==> src/rtl/pkt_dec_pkg.sv <==
package pkt_dec_pkg;
  localparam int BYTE_W = 8;
  localparam logic [BYTE_W-1:0] SYM_START = 8'h7A;
  localparam logic [BYTE_W-1:0] SYM_END   = 8'h7B;
  localparam logic [BYTE_W-1:0] SYM_CHAN  = 8'h7C;
  localparam logic [BYTE_W-1:0] SYM_ESC_A = 8'h7D;
  localparam logic [BYTE_W-1:0] SYM_ESC_B = 8'h4D;
  localparam logic [BYTE_W-1:0] SYM_IDLE  = 8'h4A;
  localparam logic [BYTE_W-1:0] ESC_MASK  = 8'h20;

  typedef enum logic [2:0] {
    CL_DATA,
    CL_IDLE,
    CL_START,
    CL_END,
    CL_CHAN,
    CL_ESC
  } sym_cls_e;
endpackage

==> src/rtl/pkt_dec_classify.sv <==
module pkt_dec_classify
  import pkt_dec_pkg::*;
(
  input  logic [BYTE_W-1:0] sym,
  output sym_cls_e          cls
);
  always_comb begin
    case (sym)
      SYM_IDLE:             cls = CL_IDLE;
      SYM_START:            cls = CL_START;
      SYM_END:              cls = CL_END;
      SYM_CHAN:             cls = CL_CHAN;
      SYM_ESC_A, SYM_ESC_B: cls = CL_ESC;
      default:              cls = CL_DATA;
    endcase
  end
endmodule

==> src/rtl/pkt_dec_fsm.sv <==
module pkt_dec_fsm
  import pkt_dec_pkg::*;
(
  input  logic              clk,
  input  logic              rst,
  input  logic              in_valid,
  input  logic [BYTE_W-1:0] in_data,
  input  sym_cls_e          cls,
  output logic              emit,
  output logic [BYTE_W-1:0] emit_data,
  output logic              emit_sop,
  output logic              emit_eop,
  output logic              frame_err,
  output logic              pkt_open
);
  logic open_q, chan_q, esc_q, end_q, first_q;
  logic open_n, chan_n, esc_n, end_n, first_n;

  assign pkt_open = open_q;

  always_comb begin
    open_n    = open_q;
    chan_n    = chan_q;
    esc_n     = esc_q;
    end_n     = end_q;
    first_n   = first_q;
    emit      = 1'b0;
    frame_err = 1'b0;
    emit_data = esc_q ? (in_data ^ ESC_MASK) : in_data;
    emit_sop  = first_q;
    emit_eop  = end_q;
    if (in_valid && cls != CL_IDLE) begin
      if (!open_q) begin
        if (cls == CL_START) begin
          open_n = 1'b1; first_n = 1'b1;
          chan_n = 1'b0; esc_n = 1'b0; end_n = 1'b0;
        end
      end else if (chan_q) begin
        if (in_data != '0) frame_err = 1'b1;
        else               chan_n    = 1'b0;
      end else begin
        case (cls)
          CL_START: begin
            first_n = 1'b1;
            chan_n = 1'b0; esc_n = 1'b0; end_n = 1'b0;
          end
          CL_END: begin
            if (esc_q || end_q) frame_err = 1'b1;
            else                end_n     = 1'b1;
          end
          CL_CHAN: begin
            if (esc_q || end_q) frame_err = 1'b1;
            else                chan_n    = 1'b1;
          end
          CL_ESC: begin
            if (esc_q) frame_err = 1'b1;
            else       esc_n     = 1'b1;
          end
          default: begin
            emit    = 1'b1;
            esc_n   = 1'b0;
            first_n = 1'b0;
            if (end_q) begin
              open_n = 1'b0;
              end_n  = 1'b0;
            end
          end
        endcase
      end
      if (frame_err) begin
        open_n = 1'b0; chan_n = 1'b0; esc_n = 1'b0;
        end_n = 1'b0; first_n = 1'b0;
      end
    end
  end

  always_ff @(posedge clk) begin
    if (rst) begin
      open_q  <= 1'b0;
      chan_q  <= 1'b0;
      esc_q   <= 1'b0;
      end_q   <= 1'b0;
      first_q <= 1'b0;
    end else begin
      open_q  <= open_n;
      chan_q  <= chan_n;
      esc_q   <= esc_n;
      end_q   <= end_n;
      first_q <= first_n;
    end
  end
endmodule

==> src/rtl/pkt_dec_outreg.sv <==
module pkt_dec_outreg #(
  parameter int W = 8
) (
  input  logic         clk,
  input  logic         rst,
  input  logic         emit,
  input  logic [W-1:0] emit_data,
  input  logic         emit_sop,
  input  logic         emit_eop,
  input  logic         frame_err,
  output logic         out_valid,
  output logic [W-1:0] out_data,
  output logic         out_sop,
  output logic         out_eop,
  output logic         out_err
);
  always_ff @(posedge clk) begin
    if (rst) begin
      out_valid <= 1'b0;
      out_data  <= '0;
      out_sop   <= 1'b0;
      out_eop   <= 1'b0;
      out_err   <= 1'b0;
    end else begin
      out_valid <= emit;
      out_sop   <= emit & emit_sop;
      out_eop   <= emit & emit_eop;
      out_err   <= frame_err;
      if (emit) out_data <= emit_data;
    end
  end
endmodule

==> src/rtl/pkt_frame_decoder.sv <==
module pkt_frame_decoder
  import pkt_dec_pkg::*;
(
  input  logic              clk,
  input  logic              rst,
  input  logic              in_valid,
  input  logic [BYTE_W-1:0] in_data,
  output logic              out_valid,
  output logic [BYTE_W-1:0] out_data,
  output logic              out_sop,
  output logic              out_eop,
  output logic              out_err
);
  sym_cls_e          cls;
  logic              emit, emit_sop, emit_eop, frame_err, pkt_open;
  logic [BYTE_W-1:0] emit_data;

  pkt_dec_classify u_cls (
    .sym (in_data),
    .cls (cls)
  );

  pkt_dec_fsm u_fsm (
    .clk       (clk),
    .rst       (rst),
    .in_valid  (in_valid),
    .in_data   (in_data),
    .cls       (cls),
    .emit      (emit),
    .emit_data (emit_data),
    .emit_sop  (emit_sop),
    .emit_eop  (emit_eop),
    .frame_err (frame_err),
    .pkt_open  (pkt_open)
  );

  pkt_dec_outreg #(.W(BYTE_W)) u_out (
    .clk       (clk),
    .rst       (rst),
    .emit      (emit),
    .emit_data (emit_data),
    .emit_sop  (emit_sop),
    .emit_eop  (emit_eop),
    .frame_err (frame_err),
    .out_valid (out_valid),
    .out_data  (out_data),
    .out_sop   (out_sop),
    .out_eop   (out_eop),
    .out_err   (out_err)
  );
endmodule

==> config.mk <==
export PLATFORM = sky130hd
export DESIGN_NAME = pkt_frame_decoder
export DESIGN_NICKNAME = d
export VERILOG_FILES = /design/src/rtl/pkt_dec_pkg.sv /design/src/rtl/pkt_dec_classify.sv /design/src/rtl/pkt_dec_fsm.sv /design/src/rtl/pkt_dec_outreg.sv /design/src/rtl/pkt_frame_decoder.sv
export SDC_FILE = /design/constraint.sdc
export NUM_CORES = 1
export LEC_CHECK = 0
export CORE_MARGIN = 5
export CORE_UTILIZATION = 40
export CTS_CLUSTER_DIAMETER = 100
export DETAILED_ROUTE_END_ITERATION = 10
export DONT_BUFFER_PORTS = 1
export PLACE_DENSITY = 0.6
export REMOVE_ABC_BUFFERS = 1
export SLEW_MARGIN = 10
export SYNTH_ARGS = -nofsm -noshare
export SYNTH_HDL_FRONTEND = slang
export SYNTH_HIERARCHICAL = 1
export SYNTH_SLANG_ARGS = --single-unit
==> constraint.sdc <==
create_clock -name clk -period 3.3 [get_ports clk]
set_clock_uncertainty 0.05 [all_clocks]
set_input_delay 0.495 -clock clk [delete_from_list [all_inputs] [get_ports clk]]
set_output_delay 0.495 -clock clk [all_outputs]
set_load 0.02 [all_outputs]
==> results.md <==
* Status: finished clean
* HP Class: primary input to flip-flop
* # Post-CTS Setup Buffers at 0
* Vias in the first global route at ~740
* Avg Cell Area, Syn at a little under 9 sq um
* Max-slew violations at 0
* Vias/cell at between 5 and 6
* Max incr delay on CP at 610 ps
* Final RePlAce weighted congestion at 0.8126
* GRT overflow at 0
* Yosys top cell area share at 34.00%
* Max-cap check violation count at 0
* Static leakage at approximately 0.32 nW
* Family with the most delay on the worst path: compound AO/OA/AOI/OAI gates
* Reg2Reg Launch Point: u_fsm/pkt_open$_SDFFE_PP0P_
* Initial Utilization at 41.15%
* First-pass GRT wire length at approximately 3300 um
* FF-to-FF End: u_fsm/emit_sop$_SDFFE_PP0P_
* Final period util at between 70 and 80%
* Net Switching at 0.06557 mW
* Seq pwr share at 63.7%
* DRT Pass-1 Iters at 4
* Capture point of the critical path: u_fsm/emit_sop$_SDFFE_PP0P_
* Row count at 18
* # port buffers at 0
* VDD IR-drop max at 0.2038 mV
* Synth Flop Type: dfxtp_1
* Post-synthesis async set-or-reset flop share at 0%
* Syn-to-layout area delta at -1.625%
* TritonCTS buffer count at 3
* FF-to-FF path depth at 5
* Area leader, netlist: dfxtp_1
* CP Max Fanout at 7
* DP Wirelength at 1449 um
* CTS tree: built
* Critical Path RT at 3440 ps
* Clk slew on worst S/H paths at 90 ps
* Core area at 2432 sq um
* Sw Ratio at 20.23%
* Largest register FFs at 8
* WP data arrival at 2550 ps
* Final setup margin at 884.2 ps
* Fillers at 254
* Worst skew pair latency at 280 ps
* Drc violations at 0
* RSZ-0062 raised after global routing: false
* EDFF count, synth at 0
* CP startpoint: in_data[5]
* Syn Std Cell Area at 1001 sq um
* Slowest-stage cell, CP: a2111oi_2
* Kind of critical path: primary input to flip-flop
* # clock sinks at 17
* Antenna Nets Post-Route at 0
* Die area at 3603 sq um
* Slew @ Worst Pin at between 600 and 700 ps
* Combinational share of power at 3.6%
* Synth area leaders: dfxtp_1 (34%), mux2i_1 (8.0%), nor2_1 (6.4%), buf_4 (5.3%), buf_6 (2.3%)
* Vias at 763
* Nets at between 100 and 150
* Yosys Warn Count at 6
* Largest net degree at the start of global routing at 16
* Die Wd at 60.03 um
* Critical path's most frequent cell: nand2_1
* CP Capture Type: flip-flop
* R2R setup slack at between 1500 and 2000 ps
* Synth Register Bits at 17
* Worst Setup Start Kind: primary input
* Final Hold Fails at 0
* ANT cells at 0
* Post-DR wirelength/cell at ~14 um
* Synth unique cells at 41
* Share of cells above drive strength 1 at 11.43%
* Initial antenna violation count at 0
* Internal power at 0.2585 mW
* Sequential share of the synthesized area at 34.00%
* Buf/Inv on CP at 0
* Gr usage total at 11.99%
* Commonest cells in the netlist: dfxtp_1 (17), nor2_1 (17), mux2i_1 (8), buf_4 (7), nand2_1 (6)
* Largest Register: u_out/out_data
* # resized after CTS at 0
* Setup WS pre-CTS at 605.4 ps
* Post-place instance area at 958.4 sq um
* Ports at 23
* Hold Path Depth at 1
* Total wire length at roughly 1900 um
* Max Clk Rate at slightly above 0.4 GHz
* Final Util at between 40% and 50%
* CP cell instances: nor2_1 > nand2_1 > a2111oi_2 > and3b_1 > o21a_4 > o311ai_2 > nand2_1 > a221oi_1
* Clock Power Share at 32.7%
* Setup TNS after final layout at 0 ps
* Clk buf depth at 2
* Cell area power density at ~330 nW/um^2
* Slew headroom at 56.93%
* DR iter-0 viols at 20
* DIE HEIGHT at about 60 um
* Mapped Cells at 112
* Htree depth at 1
* Root Buffer: clkbuf_4
* Period minus WS final at roughly 2400 ps
* Post-route cell area at 984.7 sq um
* Hold-fix buffer count after cts at 0
* CP Depth at 8
* Final setup vio count at 0
==> layer usage <==
layer	routed length, um	up-vias	GRT usage [%]
li1	-	384	-
met1	924	362	15.19
met2	907	15	18.67
met3	93	2	3.888
met4	19	0	4.747
met5	0	-	0
==> cells in the final DEF, fill, tap and decap left out, types with 3 or more instances in the layout <==
| master | Yosys | layout |
|---|---|---|
| a21oi_1 | 4 | 4 |
| and2_1 | 3 | 3 |
| clkbuf_4 | 0 | 3 |
| dfxtp_1 | 17 | 17 |
| mux2i_1 | 8 | 8 |
| nand2_1 | 6 | 6 |
| nor2_1 | 17 | 17 |
| nor2b_1 | 3 | 3 |
| nor3_1 | 3 | 3 |
| o21a_1 | 3 | 3 |
| o21ai_0 | 4 | 4 |
==> metrics by stage <==
step / total power, mW / hold slack, ps / cells
floorplan: 0.2211 / 380.6 / 100
global placement: 0.2228 / 400.8 / 131
detailed placement: 0.2227 / 412.8 / 131
CTS: 0.3325 / 197.4 / 135
global route: 0.3434 / 183.0 / 135
finish: 0.3241 / 215.3 / 135
==> logic make-up (layout without fill, tap and decap cells) <==
group,after synthesis,count (layout),share of synthesized area [%]
compound gates,24,24,19.38
xor+xnor,2,2,1.750
fa+ha+maj,1,1,1.250
buf+inv,14,7,9.500
flops,17,17,34.00
mux,8,8,8.000
simple gates,46,46,26.12
==> power groups by stage <==
stage | clock, mW | sequential, mW | combinational (mW)
floorplan | 0 | 0.211 | 0.0102
detailed placement | 0 | 0.211 | 0.0116
CTS | 0.115 | 0.206 | 0.0116
finish | 0.106 | 0.206 | 0.0118
global placement | 0 | 0.211 | 0.0116
global route | 0.124 | 0.207 | 0.0132
==> area by class of cell <==
type	instances	area, sq um	share of cell area, %
Inverter	2	7.507	0.7624
Timing Repair Buffer	1	7.507	0.7624
Multi-Input combinational cell	81	565.5	57.43
Sequential cell	17	340.3	34.56
Tap cell	30	37.54	3.812
Clock buffer	4	26.28	2.668
==> worst min-delay path by stage <==
stage / from / endpoint / slack [ps]
floorplan: u_fsm/emit_sop$_SDFFE_PP0P_ / u_out/out_sop$_SDFF_PP0_ / 380
global placement: u_fsm/emit_sop$_SDFFE_PP0P_ / u_out/out_sop$_SDFF_PP0_ / 400
global route: rst / u_fsm/chan_q$_SDFFE_PP0P_ / 180
detailed placement: u_fsm/emit_sop$_SDFFE_PP0P_ / u_out/out_sop$_SDFF_PP0_ / 410
finish: rst / u_fsm/chan_q$_SDFFE_PP0P_ / 220
CTS: rst / u_fsm/chan_q$_SDFFE_PP0P_ / 200
Note: power is estimated with default switching activity, not from simulation.
